==> src/rtl/lfat_pkg.sv <==
package lfat_pkg;
  typedef enum logic [1:0] {
    ADDR_CTRL  = 2'd0,
    ADDR_HOLD  = 2'd1,
    ADDR_ALARM = 2'd2,
    ADDR_LIMIT = 2'd3
  } lfat_addr_e;

  localparam int unsigned CTRL_RUN   = 0;
  localparam int unsigned CTRL_AEN   = 1;
  localparam int unsigned CTRL_AUTO  = 2;
  localparam int unsigned CTRL_CAP   = 3;
  localparam int unsigned CTRL_LOAD  = 4;
  localparam int unsigned STAT_ALARM = 5;
  localparam int unsigned STAT_FAIL  = 6;

  typedef struct packed {
    logic auto_rst;
    logic alarm_en;
    logic run;
  } lfat_ctrl_t;
endpackage

==> src/rtl/lfat_edge_sync.sv <==
module lfat_edge_sync #(
  parameter int unsigned STAGES = 2
) (
  input  logic clk_i,
  input  logic rst_ni,
  input  logic async_i,
  output logic rise_o
);
  localparam int unsigned W = STAGES + 1;

  logic [W-1:0] pipe_q;

  // pipe_q[STAGES-1] is the synchronized level, pipe_q[STAGES] its previous value
  always_ff @(posedge clk_i or negedge rst_ni) begin
    if (!rst_ni) pipe_q <= '0;
    else         pipe_q <= {pipe_q[W-2:0], async_i};
  end

  assign rise_o = pipe_q[STAGES-1] & ~pipe_q[STAGES];

  p_tick_single_r2: assert property (@(posedge clk_i) disable iff (!rst_ni)
    rise_o |=> !rise_o);
endmodule

==> src/rtl/lfat_time_core.sv <==
module lfat_time_core
  import lfat_pkg::*;
#(
  parameter int unsigned CNT_W = 32
) (
  input  logic             clk_i,
  input  logic             rst_ni,
  input  logic             tick_i,
  input  lfat_ctrl_t       ctrl_i,
  input  logic             load_i,
  input  logic             cap_i,
  input  logic             clr_i,
  input  logic             hold_wr_i,
  input  logic             alarm_wr_i,
  input  logic [CNT_W-1:0] wdata_i,
  output logic [CNT_W-1:0] hold_o,
  output logic [CNT_W-1:0] alarm_val_o,
  output logic             alarm_o
);
  logic [CNT_W-1:0] count_q, hold_q, alarm_q, cnt_nxt;
  logic             flag_q, match, step;

  assign cnt_nxt = count_q + 1'b1;
  assign match   = ctrl_i.alarm_en && (cnt_nxt == alarm_q);
  assign step    = tick_i && ctrl_i.run && !load_i;

  always_ff @(posedge clk_i or negedge rst_ni) begin
    if (!rst_ni)     count_q <= '0;
    else if (load_i) count_q <= hold_q;
    else if (step)   count_q <= (match && ctrl_i.auto_rst) ? '0 : cnt_nxt;
  end

  always_ff @(posedge clk_i or negedge rst_ni) begin
    if (!rst_ni)    flag_q <= 1'b0;
    else if (clr_i) flag_q <= 1'b0;
    else if (step)  flag_q <= match;
  end

  always_ff @(posedge clk_i or negedge rst_ni) begin
    if (!rst_ni)        hold_q <= '0;
    else if (hold_wr_i) hold_q <= wdata_i;
    else if (cap_i)     hold_q <= count_q;
  end

  always_ff @(posedge clk_i or negedge rst_ni) begin
    if (!rst_ni)         alarm_q <= '1;
    else if (alarm_wr_i) alarm_q <= wdata_i;
  end

  assign hold_o      = hold_q;
  assign alarm_val_o = alarm_q;
  assign alarm_o     = flag_q;

  p_alarm_on_tick_r3: assert property (@(posedge clk_i) disable iff (!rst_ni)
    $rose(flag_q) |-> $past(tick_i));
  p_auto_zero_r4: assert property (@(posedge clk_i) disable iff (!rst_ni)
    ($rose(flag_q) && $past(ctrl_i.auto_rst)) |-> (count_q == '0));
  p_clear_wins_r6: assert property (@(posedge clk_i) disable iff (!rst_ni)
    clr_i |=> !flag_q);
  p_count_quiet_r2: assert property (@(posedge clk_i) disable iff (!rst_ni)
    (!tick_i && !load_i) |=> $stable(count_q));
  p_hold_coherent_r7: assert property (@(posedge clk_i) disable iff (!rst_ni)
    (!hold_wr_i && !cap_i) |=> $stable(hold_q));
endmodule

==> src/rtl/lfat_fail_watch.sv <==
module lfat_fail_watch #(
  parameter int unsigned          LIMIT_W   = 16,
  parameter logic [LIMIT_W-1:0]   LIMIT_RST = 16'd1000
) (
  input  logic               clk_i,
  input  logic               rst_ni,
  input  logic               tick_i,
  input  logic               run_i,
  input  logic               restart_i,
  input  logic               limit_wr_i,
  input  logic [LIMIT_W-1:0] limit_wdata_i,
  output logic [LIMIT_W-1:0] limit_o,
  output logic               fail_o
);
  logic [LIMIT_W-1:0] miss_q, limit_q;
  logic               fail_q, quiet_full;

  assign quiet_full = run_i && !tick_i && (limit_q != '0) && (miss_q == limit_q);

  always_ff @(posedge clk_i or negedge rst_ni) begin
    if (!rst_ni)                            miss_q <= '0;
    else if (!run_i || tick_i || restart_i) miss_q <= '0;
    else if (miss_q != limit_q)             miss_q <= miss_q + 1'b1;
  end

  always_ff @(posedge clk_i or negedge rst_ni) begin
    if (!rst_ni)         fail_q <= 1'b0;
    else if (restart_i)  fail_q <= 1'b0;
    else if (quiet_full) fail_q <= 1'b1;
  end

  always_ff @(posedge clk_i or negedge rst_ni) begin
    if (!rst_ni)         limit_q <= LIMIT_RST;
    else if (limit_wr_i) limit_q <= limit_wdata_i;
  end

  assign limit_o = limit_q;
  assign fail_o  = fail_q;

  p_fail_sticky_r5: assert property (@(posedge clk_i) disable iff (!rst_ni)
    (fail_q && !restart_i) |=> fail_q);
  p_fail_needs_quiet_r5: assert property (@(posedge clk_i) disable iff (!rst_ni)
    $rose(fail_q) |-> ($past(run_i) && !$past(tick_i)));
endmodule

==> src/rtl/lf_alarm_timer.sv <==
module lf_alarm_timer
  import lfat_pkg::*;
#(
  parameter int unsigned        DATA_W         = 32,
  parameter int unsigned        LIMIT_W        = 16,
  parameter int unsigned        SYNC_STAGES    = 2,
  parameter logic [LIMIT_W-1:0] FAIL_LIMIT_RST = 16'd1000
) (
  input  logic              clk_i,
  input  logic              rst_ni,
  input  logic              lf_clk_i,
  input  logic              reg_we_i,
  input  logic [1:0]        reg_addr_i,
  input  logic [DATA_W-1:0] reg_wdata_i,
  output logic [DATA_W-1:0] reg_rdata_o,
  output logic              alarm_o,
  output logic              osc_fail_o
);
  localparam int unsigned PAD_W = DATA_W - LIMIT_W;

  lfat_ctrl_t        ctrl_q;
  lfat_addr_e        addr;
  logic              tick, ctrl_wr, hold_wr, alarm_wr, limit_wr;
  logic              alarm_flag, fail_flag;
  logic [DATA_W-1:0] hold_val, alarm_val, stat_word;
  logic [LIMIT_W-1:0] limit_val;
  logic              unused_wdata;

  assign addr     = lfat_addr_e'(reg_addr_i);
  assign ctrl_wr  = reg_we_i && (addr == ADDR_CTRL);
  assign hold_wr  = reg_we_i && (addr == ADDR_HOLD);
  assign alarm_wr = reg_we_i && (addr == ADDR_ALARM);
  assign limit_wr = reg_we_i && (addr == ADDR_LIMIT);
  assign unused_wdata = ^reg_wdata_i;

  always_ff @(posedge clk_i or negedge rst_ni) begin
    if (!rst_ni) ctrl_q <= '0;
    else if (ctrl_wr) begin
      ctrl_q.run      <= reg_wdata_i[CTRL_RUN];
      ctrl_q.alarm_en <= reg_wdata_i[CTRL_AEN];
      ctrl_q.auto_rst <= reg_wdata_i[CTRL_AUTO];
    end
  end

  lfat_edge_sync #(.STAGES(SYNC_STAGES)) u_sync (
    .clk_i  (clk_i),
    .rst_ni (rst_ni),
    .async_i(lf_clk_i),
    .rise_o (tick)
  );

  lfat_time_core #(.CNT_W(DATA_W)) u_core (
    .clk_i      (clk_i),
    .rst_ni     (rst_ni),
    .tick_i     (tick),
    .ctrl_i     (ctrl_q),
    .load_i     (ctrl_wr && reg_wdata_i[CTRL_LOAD]),
    .cap_i      (ctrl_wr && reg_wdata_i[CTRL_CAP]),
    .clr_i      (ctrl_wr && !reg_wdata_i[CTRL_AEN]),
    .hold_wr_i  (hold_wr),
    .alarm_wr_i (alarm_wr),
    .wdata_i    (reg_wdata_i),
    .hold_o     (hold_val),
    .alarm_val_o(alarm_val),
    .alarm_o    (alarm_flag)
  );

  lfat_fail_watch #(.LIMIT_W(LIMIT_W), .LIMIT_RST(FAIL_LIMIT_RST)) u_watch (
    .clk_i        (clk_i),
    .rst_ni       (rst_ni),
    .tick_i       (tick),
    .run_i        (ctrl_q.run),
    .restart_i    (ctrl_wr),
    .limit_wr_i   (limit_wr),
    .limit_wdata_i(reg_wdata_i[LIMIT_W-1:0]),
    .limit_o      (limit_val),
    .fail_o       (fail_flag)
  );

  always_comb begin
    stat_word             = '0;
    stat_word[CTRL_RUN]   = ctrl_q.run;
    stat_word[CTRL_AEN]   = ctrl_q.alarm_en;
    stat_word[CTRL_AUTO]  = ctrl_q.auto_rst;
    stat_word[STAT_ALARM] = alarm_flag;
    stat_word[STAT_FAIL]  = fail_flag;
  end

  always_comb begin
    unique case (addr)
      ADDR_CTRL:  reg_rdata_o = stat_word;
      ADDR_HOLD:  reg_rdata_o = hold_val;
      ADDR_ALARM: reg_rdata_o = alarm_val;
      default:    reg_rdata_o = {{PAD_W{1'b0}}, limit_val};
    endcase
  end

  assign alarm_o    = alarm_flag;
  assign osc_fail_o = fail_flag;

  p_no_alarm_disabled_r6: assert property (@(posedge clk_i) disable iff (!rst_ni)
    (!ctrl_q.alarm_en && !alarm_o) |=> !alarm_o);
  p_status_mirror_r9: assert property (@(posedge clk_i) disable iff (!rst_ni)
    (addr == ADDR_CTRL) |-> (reg_rdata_o[STAT_FAIL] == osc_fail_o));
endmodule

==> config.mk <==
export PLATFORM = sky130hd
export DESIGN_NAME = lf_alarm_timer
export DESIGN_NICKNAME = d
export VERILOG_FILES = /design/src/rtl/lfat_pkg.sv /design/src/rtl/lfat_edge_sync.sv /design/src/rtl/lfat_time_core.sv /design/src/rtl/lfat_fail_watch.sv /design/src/rtl/lf_alarm_timer.sv
export SDC_FILE = /design/constraint.sdc
export NUM_CORES = 1
export LEC_CHECK = 0
export BUFFER_PORTS_ARGS = -buffer_cell sky130_fd_sc_hd__buf_4
export CAP_MARGIN = 20
export CORE_ASPECT_RATIO = 0.6
export CORE_MARGIN = 5
export CORE_UTILIZATION = 55
export CTS_CLUSTER_SIZE = 8
export DETAILED_ROUTE_END_ITERATION = 10
export PLACE_DENSITY = 0.74
export RECOVER_POWER = 25
export SLEW_MARGIN = 20
export SYNTH_ARGS = -nofsm -noshare
export SYNTH_HDL_FRONTEND = slang
export SYNTH_SLANG_ARGS = --single-unit
==> constraint.sdc <==
create_clock -name clk_i -period 3.2 [get_ports clk_i]
set_input_delay 0.16 -clock clk_i [delete_from_list [all_inputs] [get_ports clk_i]]
set_output_delay 0.16 -clock clk_i [all_outputs]
set_load 0.02 [all_outputs]
==> flow_metrics.tcl, run 1 <==
set metrics [dict create \
    synth_nets 948 \
    power.net_switching_w 0.002571 \
    ff2ff_setup_slack_ns 0.13 \
    vias 7676 \
    synth_flop_cell "dfrtp_1" \
    fin_area_um2 10520 \
    wire_per_inst_um 20.74 \
    dpl.hpwl_um 17750 \
    antenna_left 0 \
    cts.sinks 136 \
    overflow 0 \
    ys_types 59 \
    hold_class "in -> reg" \
    fp.dieW_um 171.2 \
    die_h_um 106.7 \
    hold_viol_final 0 \
    pwr-share-seq 0.326 \
    synthTopCellsByArea "dfrtp_1 29%, dfstp_2 12%, mux2_2 8.1%" \
    die_area_um2 18270 \
    drv_cap 0 \
    areaGrowthSynthToFinish_pct 22.69 \
    cts.clk_slew.worst_paths_ns 0.06 \
    switching_share 0.3553 \
    crit_path_start_kind "flip-flop" \
    crit_path_end "u_core.count_q[14]" \
    p_int_w 0.004664 \
    crit_arrival_ns 3.37 \
    fin_skew_ns 0.01308 \
    grt_max_degree 85 \
    drt-vias-per-instance 6.241 \
    worst_ep_required_time_ns 3.50 \
    cts_tree "built" \
    drive_gt1_frac 0.3057 \
    synth_edf_count 0 \
    numPortBuffers 71 \
    synth_adder_area_share 0.002918 \
    synthArstFlopShare 1.000 \
    first_global_vias 7517 \
    timing.final.crit_share 0.9588 \
    core_um2 15330 \
    clock_path_buffers 2 \
    crit_top_cell "buf_4" \
    routed_wl_um 25510 \
    syn_area_um2 8574 \
    antennaDiodeCount 0 \
    critical_path_class "reg -> reg" \
    drv_slew 0 \
    drc 0 \
    numCtsBuffers 17 \
    fin_util 0.6864 \
    clock_power_share 0.306 \
    critical_path.startpoint "u_core.count_q[0]" \
    cp_slowest_stage_delay_ns 0.54 \
    fill_cells 1212 \
    layout.nets 1054 \
    top_usage_layer "met1" \
    yosys.area_share.simple 0.1999 \
    setup_viol 0 \
    cp-end-kind "flip-flop" \
    ys_warn_count 0 \
    min_from "reg_wdata_i[3]" \
    grtUsageTotal 0.2869 \
    grt_pass1_wl_um 41140 \
    maxSlewHeadroom 0.1156 \
    synth_cells 908 \
    clock-root-buffer "clkbuf_16" \
    ios 72 \
    netlist.area_leader.share 0.2860 \
    whs_ns 0.01675 \
    max_freq_mhz 325.9 \
    comb_power_share 0.368 \
    power_density_nw_per_um2 687.7 \
    use_met2 0.4090 \
    cp_cell_sequence "buf_4 > nand4_1 > or4_4 > or4_1 > a22oi_1 > and4_1 > nand4_4 > buf_4 > o21ai_2 > a21oi_1" \
    cts_max_level 4 \
    worst-r2r-cell-count 10 \
    outcome "completed" \
    syn_area_per_cell_um2 9.443 \
    synth_common_cells "98 x dfrtp_1, 73 x nand2_1, 68 x nor2_1" \
    synth_top_area_cell "dfrtp_1" \
    firstDrtPassIters 5 \
    r2r_end "u_core.count_q[14]" \
    synth_most_common_cell "dfrtp_1" \
    synth_top_family_by_area "simple AND/OR/NAND/NOR gates" \
    synth_xor_area_frac 0.06844 \
    antenna_found_initial 0 \
    ys_seq_area_frac 0.4025 \
    leakage_nw 4.667 \
    drt_iter0_markers 856 \
    gp_congestion 0.9607 \
    crit_slowest_cell "or4_1" \
    place_area_um2 9518 \
    grt_use_met1 0.4476 \
    reg2reg_from "u_core.count_q[0]" \
    start_util 0.5594 \
    min_period_ns 3.068 \
    gr-usage-met3 0.06411 \
    row_count 35 \
    clock_latency_ns 0.42 \
    synth_compound_area_frac 0.1528 \
    ir_worst_vdd_mv 0.4892 \
    cp_max_fo 9 \
    ys_seq_elements 136 \
    worstMarginPinSlew_ns 1.327 \
    synthMuxAreaShare 0.1331 \
]
-- how the worst min path moves through the flow --
| stage | end | slack [ns] | cells past startpoint |
|---|---|---|---|
| 5_1_grt | u_watch.limit_o[2] | 0.01 | 2 |
| 3_5_place_dp | u_watch.limit_o[13] | 0.15 | 1 |
| 4_1_cts | u_watch.limit_o[2] | 0.004 | 2 |
| 6_report | u_core.hold_o[3] | 0.02 | 2 |
| 2_1_floorplan | ctrl_q[0] | -0.14 | 0 |
| 3_3_place_gp | u_sync.pipe_q[0] | 0.15 | 1 |
-- metrics by stage --
stage	TNS, ns	std cells	total power (W)	setup WS [ns]
after CTS	0	1228	0.007145	0.002572
after floorplan	0	908	0.003962	0.1767
final	0	1230	0.007235	0.1320
after global routing	-0.002263	1230	0.007583	-0.001728
after global placement	0	1166	0.004832	0.1293
after detailed placement	-0.1439	1166	0.004874	-0.01981
-- power by group through the flow --
stage / Clock, W / Combinational (W) / Sequential [W]
finish: 0.00221 / 0.00266 / 0.00236
global route: 0.00231 / 0.00287 / 0.00240
CTS: 0.00224 / 0.00256 / 0.00235
detailed placement: 0 / 0.00250 / 0.00237
global placement: 0 / 0.00247 / 0.00236
floorplan: 0 / 0.00171 / 0.00225
-- kinds of logic after synthesis --
logic type | Yosys count
muxes | 100
DFF | 136
adders and majority gates | 2
and+or+nand+nor | 327
xor gates and xnor gates | 67
AOI/OAI and AO/OA | 197
buffers and inverters | 79
-- routing by layer --
| metal | vias up | share of wire |
|---|---|---|
| li1 | 3517 | - |
| met1 | 3783 | 0.47 |
| met5 | - | 0 |
| met4 | 0 | 0.0081 |
| met3 | 14 | 0.10 |
| met2 | 362 | 0.42 |
-- placed cells by master, fill, tap and decap left out, types with 6 or more instances in the layout --
cell and n:
nor4_1 28, nand2b_1 9, or4_1 6, nor2_1 68, clkbuf_16 17, nor2b_1 11, and3_1 8, nand4_1 24
and2_1 18, xnor2_1 26, xor2_1 41, dfstp_2 38, buf_4 124, nand3_1 18, mux2_2 62, nand2_1 72
or3_1 9, dlygate4sd3_1 30, mux2i_1 33, o21ai_0 44, o21ai_2 27, dfrtp_1 98, a22o_1 28, nor3_1 24
a21oi_1 63
-- worst max-delay path, delay by kind of cell (launching register included) --
family / cells / cell delay, ns
buffers and inverters: 2 / 0.44
AND/OR/NAND/NOR: 5 / 1.71
flip-flops: 1 / 0.40
AO/OA/AOI/OAI: 3 / 0.40
-- state kept, by name, summed over array words and instances (netlist names) --
register / count
u_core.alarm_val_o: 32
u_core.alarm_o: 1
u_core.hold_o: 32
u_watch.limit_o: 16
u_watch.miss_q: 16
u_core.count_q: 32
u_sync.pipe_q: 3
u_watch.fail_o: 1
ctrl_q: 3
-- final cells by class --
| cell class | instances | area (µm²) | share of cell area |
|---|---|---|---|
| repair buffers | 162 | 1286 | 0.1223 |
| clock buffers | 19 | 442.9 | 0.04210 |
| clock inverters | 13 | 216.5 | 0.02058 |
| flip-flops and latches | 136 | 3451 | 0.3280 |
| well taps | 203 | 254.0 | 0.02414 |
| multi-input cells | 693 | 4855 | 0.4615 |
| inverters | 4 | 15.01 | 0.001427 |
-- repair_timing --
action                                 4_1_cts  5_1_grt
hold buffers                                30        0
gates resized for setup                      2       11
setup buffers                                0        2
pin swaps                                    0        1
setup endpoints to repair                   27       32
endpoints found under the hold margin       73        0
(Power assumes the default switching activity.)
==> run 2: changes to the inputs <==
--- a/config.mk
+++ b/config.mk
@@ -5,15 +5,16 @@
 export SDC_FILE = /design/constraint.sdc
 export NUM_CORES = 1
 export LEC_CHECK = 0
-export BUFFER_PORTS_ARGS = -buffer_cell sky130_fd_sc_hd__buf_4
 export CAP_MARGIN = 20
 export CORE_ASPECT_RATIO = 0.6
 export CORE_MARGIN = 5
-export CORE_UTILIZATION = 55
+export CORE_UTILIZATION = 58
 export CTS_CLUSTER_SIZE = 8
 export DETAILED_ROUTE_END_ITERATION = 10
-export PLACE_DENSITY = 0.74
+export DONT_BUFFER_PORTS = 1
+export PLACE_DENSITY = 0.73
 export RECOVER_POWER = 25
+export SKIP_CTS_REPAIR_TIMING = 1
 export SLEW_MARGIN = 20
 export SYNTH_ARGS = -nofsm -noshare
 export SYNTH_HDL_FRONTEND = slang
==> run 2 against run 1 <==
Compared with the run above: the flow now finishes with violations (negative hold slack); total power shrank 4.1%; register-to-register slack lost 0.06 ns; core utilization rose by 0.14 points; critical endpoint is now u_core.count_q[20]; largest cell class unchanged; clock power decreased by 5%.
==> flow_metrics.tcl, run 2 (same netlist as run 1, synthesis figures left out) <==
set metrics [dict create \
    crit_path_start_kind "flip-flop" \
    leakage_nw 4.326 \
    cts_max_level 4 \
    drv_slew 0 \
    drt-vias-per-instance 6.487 \
    worst_ep_required_time_ns 3.50 \
    grt_pass1_wl_um 39920 \
    crit_arrival_ns 3.43 \
    drive_gt1_frac 0.2547 \
    worst-r2r-cell-count 10 \
    cts_tree "built" \
    min_period_ns 3.129 \
    multi_input_area_um2 4850 \
    ff2ff_setup_slack_ns 0.07 \
    hold_class "in -> async" \
    power.net_switching_w 0.002551 \
    grtUsageTotal 0.2862 \
    grt_max_degree 137 \
    seqCellArea_um2 3451 \
    start_util 0.5911 \
    cp_slowest_stage_delay_ns 0.58 \
    antenna_found_initial 0 \
    critical_path_class "reg -> reg" \
    setup_viol 0 \
    rsz0062_at_grt "no" \
    ios 72 \
    place_area_um2 8920 \
    ir_worst_vdd_mv 0.4123 \
    routed_wl_um 25680 \
    cp_cell_sequence "buf_4 > nand4_1 > or4_1 > or4_1 > a22oi_1 > and4_2 > nand4_4 > buf_8 > o21ai_2 > a21oi_1" \
    r2r_end "u_core.count_q[20]" \
    row_count 34 \
    layout_common_cells "98 x dfrtp_1, 72 x nand2_1, 68 x nor2_1" \
    crit_buf_inv 2 \
    maxSlewHeadroom 0.3836 \
    crit_family "simple AND/OR/NAND/NOR gates" \
    timing.final.crit_share 0.9777 \
    crit_top_cell "or4_1" \
    antennaDiodeCount 0 \
    fill_cells 1121 \
    cts.clk_slew.worst_paths_ns 0.07 \
    antenna_left 0 \
    layout.nets 985 \
    fin_area_um2 9977 \
    violations "negative hold slack" \
    drv_cap 0 \
    final_common_cell "dfrtp_1" \
    cts.sinks 136 \
    cp-end-kind "flip-flop" \
    tns_ns 0 \
    drc 0 \
    core_um2 14510 \
    crit_slowest_cell "or4_1" \
    outcome "complete, but fails checks" \
    vias 7499 \
    areaGrowthSynthToFinish_pct 16.36 \
    switching_share 0.3678 \
    die_h_um 104.2 \
    wire_per_inst_um 22.22 \
    overflow 0 \
    cp_max_fo 13 \
    clock-root-buffer "clkbuf_16" \
    die_area_um2 17390 \
    whs_ns -0.5763 \
    dpl.hpwl_um 17860 \
    max_freq_mhz 319.6 \
    fin_skew_ns 0.009584 \
    p_int_w 0.004385 \
    hold_viol_final 145 \
    first_global_vias 7125 \
    clock_path_buffers 2 \
    clock_latency_ns 0.43 \
    pwr-share-seq 0.342 \
    numCtsBuffers 17 \
    comb_power_share 0.354 \
    clock_power_share 0.304 \
    drt_iter0_markers 930 \
    gp_congestion 0.9893 \
    firstDrtPassIters 6 \
    reg2reg_from "u_core.count_q[0]" \
    fp.dieW_um 167.0 \
    worstMarginPinSlew_ns 0.9220 \
    numPortBuffers 0 \
    power_density_nw_per_um2 695.2 \
]
==> run 2: how the worst max path moves through the flow <==
stage	from	end	cells after the start
after global placement	u_core.count_q[0]	u_core.count_q[19]	10
after global routing	u_core.count_q[0]	u_core.count_q[4]	10
final	u_core.count_q[0]	u_core.count_q[20]	10
after CTS	u_core.count_q[0]	u_core.count_q[20]	10
after detailed placement	u_core.count_q[1]	u_core.count_q[20]	10
after floorplan	u_core.count_q[1]	u_core.count_q[2]	11
==> run 2: routing by layer <==
| layer | part of all wire | global-route usage | wire length, µm | up-vias |
|---|---|---|---|---|
| li1 | - | - | - | 3389 |
| met1 | 0.46 | 0.4261 | 11820 | 3711 |
| met2 | 0.43 | 0.4108 | 11030 | 368 |
| met3 | 0.10 | 0.08811 | 2620 | 31 |
| met4 | 0.0084 | 0.06071 | 215 | 0 |
| met5 | 0 | 0 | 0 | - |
==> run 2: metrics by stage <==
stage | utilization | hold WS (ns) | worst slack (ns) | cells | total power (W)
floorplan | - | -0.1356 | 0.1767 | 908 | 0.003962
global placement | 0.6149 | -0.1311 | 0.1060 | 1086 | 0.004607
detailed placement | 0.6149 | -0.1320 | -0.2437 | 1086 | 0.004678
CTS | 0.6574 | -0.5781 | -0.2572 | 1118 | 0.006785
global route | 0.6878 | -0.5947 | 0.01408 | 1156 | 0.007230
finish | 0.6878 | -0.5763 | 0.07147 | 1156 | 0.006936
==> run 2: layout make-up <==
class,count,share of cell area
Multi-Input combinational cell,694,0.4861
Sequential cell,136,0.3459
Timing Repair Buffer,92,0.07988
Clock buffer,18,0.04301
Tap cell,198,0.02483
Clock inverter,14,0.01881
Inverter,4,0.001505
==> run 2: power groups by stage <==
| stage | registers [W] | clock network (W) | logic (W) |
|---|---|---|---|
| 2_1_floorplan | 0.00225 | 0 | 0.00171 |
| 3_3_place_gp | 0.00236 | 0 | 0.00225 |
| 3_5_place_dp | 0.00238 | 0 | 0.00230 |
| 4_1_cts | 0.00236 | 0.00212 | 0.00231 |
| 5_1_grt | 0.00240 | 0.00220 | 0.00263 |
| 6_report | 0.00237 | 0.00211 | 0.00246 |
